==> config.mk <==
export PLATFORM = sky130hd
export DESIGN_NAME = pwr_mode_top
export DESIGN_NICKNAME = d
export VERILOG_FILES = /design/src/rtl/pwr_mode_pkg.sv /design/src/rtl/pwr_mode_ctl.sv /design/src/rtl/pwr_mode_dp.sv /design/src/rtl/pwr_mode_top.sv
export SDC_FILE = /design/constraint.sdc
export NUM_CORES = 1
export LEC_CHECK = 0
export BUFFER_PORTS_ARGS = -buffer_cell sky130_fd_sc_hd__buf_2
export CAP_MARGIN = 30
export CORE_UTILIZATION = 40
export CTS_CLUSTER_DIAMETER = 120
export DETAILED_ROUTE_END_ITERATION = 6
export PLACE_DENSITY = 0.84
export SLEW_MARGIN = 20
export SYNTH_ARGS = -nofsm -noshare
export SYNTH_HDL_FRONTEND = slang
export SYNTH_SLANG_ARGS = --single-unit
==> constraint.sdc <==
create_clock -name clk -period 2 [get_ports clk]
set_input_delay 0.4 -clock clk [delete_from_list [all_inputs] [get_ports clk]]
set_output_delay 0.4 -clock clk [all_outputs]
set_load 0.03 [all_outputs]
==> src/rtl/pwr_mode_pkg.sv <==
package pwr_mode_pkg;
  localparam int GIE_B   = 0;
  localparam int CPUH_B  = 1;
  localparam int OSCH_B  = 2;
  localparam int GENG_B  = 3;
  localparam int FASTG_B = 4;

  typedef enum logic [2:0] {
    ST_RUN  = 3'd0,
    ST_PUSH = 3'd1,
    ST_HAND = 3'd2,
    ST_SHUT = 3'd3,
    ST_WAKE = 3'd4
  } pmState_e;

  typedef struct packed {
    logic takeIrq;
    logic doReti;
    logic srClear;
    logic wrOk;
    logic wakeOvr;
    logic gateAll;
  } pmStrobe_t;
endpackage

==> src/rtl/pwr_mode_ctl.sv <==
module pwr_mode_ctl
  import pwr_mode_pkg::*;
#(
  parameter int RST_HOLD = 4
) (
  input  logic      clk,
  input  logic      rstN,
  input  logic      irqReq,
  input  logic      gie,
  input  logic      pushAck,
  input  logic      retiReq,
  input  logic      shutReq,
  input  logic      shutKeepRtc,
  input  logic      wakeEvt,
  input  logic      pwrGood,
  output pmStrobe_t stb,
  output logic      pushReq,
  output logic      coreLdoEn,
  output logic      rtcLdoEn,
  output logic      coreRstN
);
  localparam int CNT_W = $clog2(RST_HOLD + 1);
  localparam logic [CNT_W-1:0] HOLD_LAST = CNT_W'(RST_HOLD - 1);

  pmState_e stateQ, stateD;
  logic [CNT_W-1:0] cntQ, cntD;
  logic keepQ, keepD;
  logic irqTake;

  assign irqTake = irqReq && gie;

  always_comb begin
    stateD = stateQ;
    cntD   = cntQ;
    keepD  = keepQ;
    stb    = '0;
    unique case (stateQ)
      ST_RUN: begin
        stb.wrOk    = 1'b1;
        stb.wakeOvr = irqTake;
        if (irqTake) stateD = ST_PUSH;
        else if (shutReq) begin
          stateD = ST_SHUT;
          keepD  = shutKeepRtc;
        end
      end
      ST_PUSH: begin
        stb.wakeOvr = 1'b1;
        if (pushAck) begin
          stb.takeIrq = 1'b1;
          stateD      = ST_HAND;
        end
      end
      ST_HAND: begin
        if (retiReq) begin
          stb.doReti = 1'b1;
          stateD     = ST_RUN;
        end else begin
          stb.wrOk = 1'b1;
        end
      end
      ST_SHUT: begin
        stb.gateAll = 1'b1;
        if (wakeEvt) begin
          stb.srClear = 1'b1;
          stateD      = ST_WAKE;
          cntD        = '0;
        end
      end
      ST_WAKE: begin
        stb.gateAll = 1'b1;
        if (!pwrGood) cntD = '0;
        else if (cntQ == HOLD_LAST) begin
          cntD   = '0;
          stateD = ST_RUN;
        end else cntD = cntQ + 1'b1;
      end
      default: stateD = ST_RUN;
    endcase
  end

  always_ff @(posedge clk or negedge rstN) begin
    if (!rstN) begin
      stateQ <= ST_RUN;
      cntQ   <= '0;
      keepQ  <= 1'b1;
    end else begin
      stateQ <= stateD;
      cntQ   <= cntD;
      keepQ  <= keepD;
    end
  end

  assign pushReq   = (stateQ == ST_PUSH);
  assign coreLdoEn = (stateQ != ST_SHUT);
  assign rtcLdoEn  = (stateQ != ST_SHUT) || keepQ;
  assign coreRstN  = (stateQ != ST_SHUT) && (stateQ != ST_WAKE);


  irq_push_chk: assert property (@(posedge clk) disable iff (!rstN)
    (stateQ == ST_RUN && irqReq && gie) |=> pushReq);


  shut_entry_chk: assert property (@(posedge clk) disable iff (!rstN)
    (stateQ == ST_RUN && shutReq && !(irqReq && gie)) |=> (!coreLdoEn && !coreRstN));


  rst_release_chk: assert property (@(posedge clk) disable iff (!rstN)
    $rose(coreRstN) |-> $past(pwrGood));
endmodule

==> src/rtl/pwr_mode_dp.sv <==
module pwr_mode_dp
  import pwr_mode_pkg::*;
#(
  parameter int SR_W = 8
) (
  input  logic            clk,
  input  logic            rstN,
  input  pmStrobe_t       stb,
  input  logic            srWrEn,
  input  logic [SR_W-1:0] srWrData,
  input  logic [SR_W-1:0] stackSr,
  output logic [SR_W-1:0] srQ,
  output logic            cpuClkEn,
  output logic            fastClkEn,
  output logic            genClkEn,
  output logic            auxClkEn
);
  localparam logic [SR_W-1:0] WAKE_CLR =
    (SR_W'(1) << CPUH_B) | (SR_W'(1) << OSCH_B) | (SR_W'(1) << FASTG_B);

  logic [SR_W-1:0] srD;

  always_comb begin
    srD = srQ;
    if (stb.srClear)                srD = '0;
    else if (stb.doReti)            srD = stackSr;
    else if (stb.takeIrq)           srD = srQ & ~WAKE_CLR;
    else if (stb.wrOk && srWrEn)    srD = srWrData;
  end

  always_ff @(posedge clk or negedge rstN) begin
    if (!rstN) srQ <= '0;
    else       srQ <= srD;
  end

  always_comb begin
    if (stb.gateAll) begin
      {cpuClkEn, fastClkEn, genClkEn, auxClkEn} = 4'b0000;
    end else if (stb.wakeOvr) begin
      {cpuClkEn, fastClkEn, genClkEn, auxClkEn} = 4'b1111;
    end else begin
      cpuClkEn  = !srQ[CPUH_B];
      fastClkEn = !srQ[FASTG_B];
      genClkEn  = !srQ[GENG_B];
      auxClkEn  = !srQ[OSCH_B];
    end
  end


  irq_clear_chk: assert property (@(posedge clk) disable iff (!rstN)
    stb.takeIrq |=> (!srQ[CPUH_B] && !srQ[OSCH_B] && !srQ[FASTG_B]
                     && srQ[GENG_B] == $past(srQ[GENG_B])));


  wake_wipe_chk: assert property (@(posedge clk) disable iff (!rstN)
    stb.srClear |=> (srQ == '0));
endmodule

==> src/rtl/pwr_mode_top.sv <==
module pwr_mode_top
  import pwr_mode_pkg::*;
#(
  parameter int PC_W     = 16,
  parameter int SR_W     = 8,
  parameter int RST_HOLD = 4
) (
  input  logic            clk,
  input  logic            rstN,
  input  logic            srWrEn,
  input  logic [SR_W-1:0] srWrData,
  input  logic            irqReq,
  input  logic [PC_W-1:0] pcIn,
  input  logic            pushAck,
  input  logic            retiReq,
  input  logic [SR_W-1:0] stackSr,
  input  logic            shutReq,
  input  logic            shutKeepRtc,
  input  logic            wakeEvt,
  input  logic            pwrGood,
  output logic [SR_W-1:0] srOut,
  output logic            irqPending,
  output logic            pushReq,
  output logic [PC_W-1:0] pushPc,
  output logic [SR_W-1:0] pushSr,
  output logic            cpuClkEn,
  output logic            fastClkEn,
  output logic            genClkEn,
  output logic            auxClkEn,
  output logic            coreLdoEn,
  output logic            rtcLdoEn,
  output logic            coreRstN
);
  pmStrobe_t stb;
  logic [SR_W-1:0] srQ;

  pwr_mode_ctl #(.RST_HOLD(RST_HOLD)) uCtl (
    .clk(clk), .rstN(rstN), .irqReq(irqReq), .gie(srQ[GIE_B]),
    .pushAck(pushAck), .retiReq(retiReq), .shutReq(shutReq),
    .shutKeepRtc(shutKeepRtc), .wakeEvt(wakeEvt), .pwrGood(pwrGood),
    .stb(stb), .pushReq(pushReq), .coreLdoEn(coreLdoEn),
    .rtcLdoEn(rtcLdoEn), .coreRstN(coreRstN)
  );

  pwr_mode_dp #(.SR_W(SR_W)) uDp (
    .clk(clk), .rstN(rstN), .stb(stb), .srWrEn(srWrEn),
    .srWrData(srWrData), .stackSr(stackSr), .srQ(srQ),
    .cpuClkEn(cpuClkEn), .fastClkEn(fastClkEn),
    .genClkEn(genClkEn), .auxClkEn(auxClkEn)
  );

  assign srOut      = srQ;
  assign irqPending = irqReq && srQ[GIE_B];
  assign pushPc     = pcIn;
  assign pushSr     = srQ;
endmodule

Yosys cells after proc, flatten, opt, wreduce, memory -nomap -nowiden

Index checks and enable logic that the tools add are counted.
Widths: inputs -> output; s select.

Input port bits: 42
Logic and storage cells: 72
Flip-flop bits (word level): 15
Output and inout port bits: 41

Bitwise gates (word level): 1
Eq/ne operators: 14
Add/sub/neg operators: 1
Reductions and logical operators: 17
Multiplexer cells: 34

Operators with widths:

| cell                | count |
|---|---|
| $mux 8              | 4 |
| $mux 3              | 10 |
| $mux 1              | 16 |
| $pmux 3 s5          | 1 |
| $eq 3x2->1 const B  | 3 |
| $ne 3x3->1 const B  | 3 |
| $ne 2x2->1 const B  | 4 |
| $pmux 3 s2          | 1 |
| $reduce_and 6->1    | 1 |
| $logic_not 1->1     | 4 |
| $pmux 1 s2          | 2 |
| $reduce_and 2->1    | 2 |
| $reduce_bool 4->1   | 1 |
| $add 3x1->3 const B | 1 |
| $eq 3x1->1 const B  | 1 |
| $eq 3x3->1 const B  | 1 |
| $logic_and 1x1->1   | 3 |
| $logic_not 3->1     | 1 |
| $ne 3x2->1 const B  | 1 |
| $reduce_and 3->1    | 1 |
| $reduce_bool 3->1   | 1 |
| $ne 2x1->1 const B  | 1 |
| $reduce_bool 2->1   | 1 |
| $reduce_or 2->1     | 1 |
| other kinds (2)     | 2 |

Depth between registers and ports, before layout

Depth in word-level cells: 7
Depth in mapped cells: 6
Mapped depth without buffers: 4

Hierarchy

From an unflattened synthesis, not the netlist that was laid out.

Cell total of the unflattened synthesis: 114
Area, all modules: 1101.1 um^2

Modules (own cells, without submodules):

| module       | instances | area each (um^2) | seq. area each (um^2) | cells an instance |
|---|---|---|---|---|
| pwr_mode_ctl | 1         | 470.5            | 176.4                 | 47 |
| pwr_mode_dp  | 1         | 444.2            | 200.2                 | 42 |
| pwr_mode_top | 1         | 186.4            | 0.0                   | 25 |

Worst setup path after synthesis

OpenSTA, ideal clock, no wires.

Kind: register to output
From: reg uCtl.stateQ[0]
To: out rtcLdoEn
Required time: 1600 ps
Stages on the path, launching flop included: 6
Arrival time: 1466 ps
Path slack: 134 ps
Path buffers: 2
Path through: dfrtp_1 -> buf_4 -> buf_2 -> and2b_1 -> nand2_1 -> or2_1

Word-level cells in the longest chain between the ends: 2

Ends and longest elaborated chain:

| element                | RTL line           | source |
|---|---|---|
| from (decl)            | pwr_mode_ctl.sv:25 | `pmState_e stateQ, stateD;` |
| from (signal assigned) | pwr_mode_ctl.sv:88 | `stateQ <= stateD;` |
| $ne 3x2->1             | -                  |  |
| named net coreLdoEn    | pwr_mode_top.sv:30 | `output logic coreLdoEn,` |
| $logic_or 1x1->1       | pwr_mode_ctl.sv:96 | `assign rtcLdoEn = (stateQ != ST_SHUT) \|\| keepQ;` |
| to (decl)              | pwr_mode_top.sv:31 | `output logic rtcLdoEn,` |

The timed path passes the listed nets, and every way through them passes these cells.

Worst setup path in the final report

From: reg uCtl.stateQ[1]
To: out auxClkEn

Word-level cells in the longest chain between the ends: 4
Elaborated cells on any way between the ends: 9
Those cells by class: eq/ne (3); mux (4); reduce/logical (2)

Ends and longest elaborated chain:

| element                                              | RTL line                              | source |
|---|---|---|
| $eq 3x1->1 (tied with other cells)                   | pwr_mode_ctl.sv:37                    | `unique case (stateQ)` |
| $pmux 1 s2 / $reduce_or 2->1 (equally long branches) | -                                     |  |
| $mux 1, on equally long branches                     | pwr_mode_dp.sv:39, pwr_mode_ctl.sv:37 |  |
| $mux 1 *                                             | pwr_mode_dp.sv:37                     | `if (stb.gateAll) begin` |
| to (decl)                                            | pwr_mode_top.sv:29                    | `output logic auxClkEn,` |

Every way passes the cells marked *; elsewhere a longest branch is shown, timed or not.

==> impl_results.md <==
* Pwr dens at 1960 mW/mm^2
* # clock sinks at 15
* CTS tree: built
* Run status: finished, final reports clean
* Worst Path Required at 1.60 ns
* DIE AREA at 0.00307 sq mm
* CP peak stage delay at between 0.5 and 0.6 ns
* Syn-to-layout area delta at 13.1%
* Avg WL per Cell at ~15 um
* XOR/XNOR share of the synthesized area at 0%
* Adder-cell share of the synthesized area at 1.10%
* Post-placement cell area at 0.00124 sq mm
* CTS max path bufs at 2
* Vias in the first global route at around 1000
* Net Count, Synth at 165
* Setup Viol. Count Final at 0
* Mapped Avg Cell Area at approximately 9.4 sq um
* Initial antenna violation count at 0
* First-pass DRT Iterations at 4
* # H-tree levels at 1
* Share of layout cells above drive strength 1 at 44.7%
* Pleak at 0.000669 uW
* Final hold slack at roughly 0.009 ns
* Reg2reg end: uDp.srQ[2]
* Max cap viols at 0
* Post-Synthesis Cells at 122
* DRT iter0 DRCs at 37
* Simple-gate share of the synthesized area at 15.8%
* Layout Skew at roughly 0.0028 ns
* Worst vdd ir at 1.19 mV
* Slew margin rel. at 77.2%
* HP Class: in2async
* First-pass GRT wire length at 4600 um
* Total number of vias at 1023
* Fin util at 47.3%
* Final Power at around 2500 uW
* Synth top area share at 30.7%
* DPL Wire Length at 2160 um
* Die Span X at 55.4 um
* Via density at between 5 and 6
* Reg clk slew, reported paths at about 0.09 ns
* GP Congestion at 0.944
* # IOs at 83
* Kind of critical path: reg2out
* Cell family with most CP delay: flip-flops
* Tot GR Track Use at 19.0%
* Worst path depth at 4
* Worst skew pair latency at 0.28 ns
* Compound-cell area share of the yosys netlist at between 20% and 30%
* Final hold violation count at 0
* Initial core utilization at 41.8%
* Worst setup EP type: primary output
* Largest family of logic cells by synthesized area: compound AO/OA/AOI/OAI gates
* Crit path max fanout at 18
* R2R cell count at 5
* Min cycle time layout at roughly 1.9 ns
* Number of port buffers at 50
* CORE AREA at 0.00273 sq mm
* Final critical-path share of the clock period at ~95%
* Post-Route WL at 2760 um
* RSZ-0062 raised after global routing: false
* Nets@finish at ~200
* Distinct cells, synth at 32
* R2r startpoint: uCtl.stateQ[0]
* Multiplexer share of the synthesized area at 2.19%
* Peak Freq at ~530 MHz
* Die Span Y at ~55 um
* Post-route design area at around 0.0013 sq mm
* Top cells by area, synth: dfrtp_1, buf_4, a22o_1, nand2_1, a21oi_1
* Gr ovfl total at 0
* R2R Setup Slk at 0.41 ns
* Mapped cell area at 0.00114 sq mm
* Ant. Diodes at 0
* Cell Chain, Critical Path: nor2b_2 -> a21oi_1 -> o211a_1 -> buf_2
* Clock buffer count from CTS at 3
* Fill count at 267
* Setup TNS at 0 ns
* Warnings from Yosys at 0
* Max Transition Viols Final at 0
* Clk root buf: clkbuf_4
* # rows at 19
* Seq/Total Area, Yosys at between 30% and 40%
* Critical path buffers and inverters at 1
* CP arrival at 1.50 ns
* Antenna-violating nets left at 0
* CP max-delay cell: dfrtp_2
* Pin count of the biggest net entering global routing at 19
* DRC viols at 0
* Worst setup SP type: flip-flop
* Hold buffer count at cts at 0
* Worst-Margin Slew at 0.342 ns
* Flops & latches, synth at 15
* Area leader, netlist: dfrtp_1
-- synthesized netlist by cell type --
master     number
buf_2           2
clkbuf_1        1
mux2_1          1
nand3b_1        2
dfrtp_1        14
nor3b_2         1
nor2_1          5
nand2b_1        1
and4bb_1        1
a221oi_1        1
nand2_1        11
or2_1           1
inv_1           2
nor2b_1         3
dfstp_2         1
o211a_1         4
and4b_1         1
a31oi_4         1
a21oi_1         8
a2bb2oi_4       1
a22o_1         16
o21ai_0         4
ha_1            1
buf_4          27
nand3_1         4
nor3_1          1
a221o_1         1
o21a_1          1
and2_1          1
o21ai_1         2
mux2i_2         1
and2b_1         1
-- cell type report --
class	count	area (sq um)	area share, %
inverter	2	7.51	0.581
sequential	15	379	29.3
clock buffer	4	26.3	2.03
multi-input combinational	75	546	42.2
timing repair buffer	56	295	22.8
tap	31	38.8	3.00
-- worst register-to-register path, cell delays in order (launching register included) --
cell       delay (ns)
dfrtp_1          0.38
buf_4            0.17
mux2i_2          0.31
a2bb2oi_4        0.27
a21oi_1          0.14
a22o_1           0.20
-- state kept, by name, summed over array words and instances (netlist names) --
name,cells
uDp.srQ,8
uCtl.cntQ,3
uCtl.stateQ,3
uCtl.keepQ,1
-- logic make-up (layout without fill, tap and decap cells) --
group	Yosys count	after routing
compound gates	39	39
fa+ha+maj	1	1
mux	2	2
flops	15	15
buf+inv	32	62
simple gates	33	33
-- placed cells by master (no fill, tap or decap), drive strengths merged, types with 2 or more instances in the layout --
cell type	instances
nand3	4
nand2	11
buf	56
o21ai	6
inv	2
nor2	5
a21oi	8
nand3b	2
nor2b	3
clkbuf	4
a22o	16
dfrtp	14
o211a	4
-- worst max path at each step --
stage | from | end | slack, ns
2_1_floorplan | uCtl.stateQ[0] | rtcLdoEn | 0.13
3_3_place_gp | uCtl.stateQ[2] | genClkEn | 0.31
3_5_place_dp | uCtl.stateQ[2] | auxClkEn | 0.18
4_1_cts | uCtl.stateQ[1] | auxClkEn | 0.02
5_1_grt | uCtl.stateQ[1] | auxClkEn | 0.03
6_report | uCtl.stateQ[1] | auxClkEn | 0.10
-- repair_timing --
action / 4_1_cts / 5_1_grt
gates resized for setup: 2 / 3
setup buffers: 2 / 0
endpoints found under the setup margin: 5 / 5
pin swaps: 0 / 0
-- where the power goes --
part	switching [uW]	leakage [uW]	internal [uW]	total [uW]
clock network	96.8	0.0000150	77.4	174
registers	175	0.000187	446	621
logic	1090	0.000467	645	1730
-- metrics by stage --
step | setup slack [ns] | std cells
CTS | 0.0222 | 183
finish | 0.105 | 183
detailed placement | 0.183 | 177
global placement | 0.312 | 177
floorplan | 0.134 | 122
global route | 0.0259 | 183
-- routing by layer --
layer / GRT usage [%] / up-vias / wire length [um]
li1: - / 478 / -
met1: 23.1 / 490 / 1120
met2: 30.8 / 43 / 1380
met3: 3.75 / 12 / 179
met4: 11.4 / 0 / 82
met5: 0 / - / 0
Note: power is estimated with default switching activity, not from simulation.
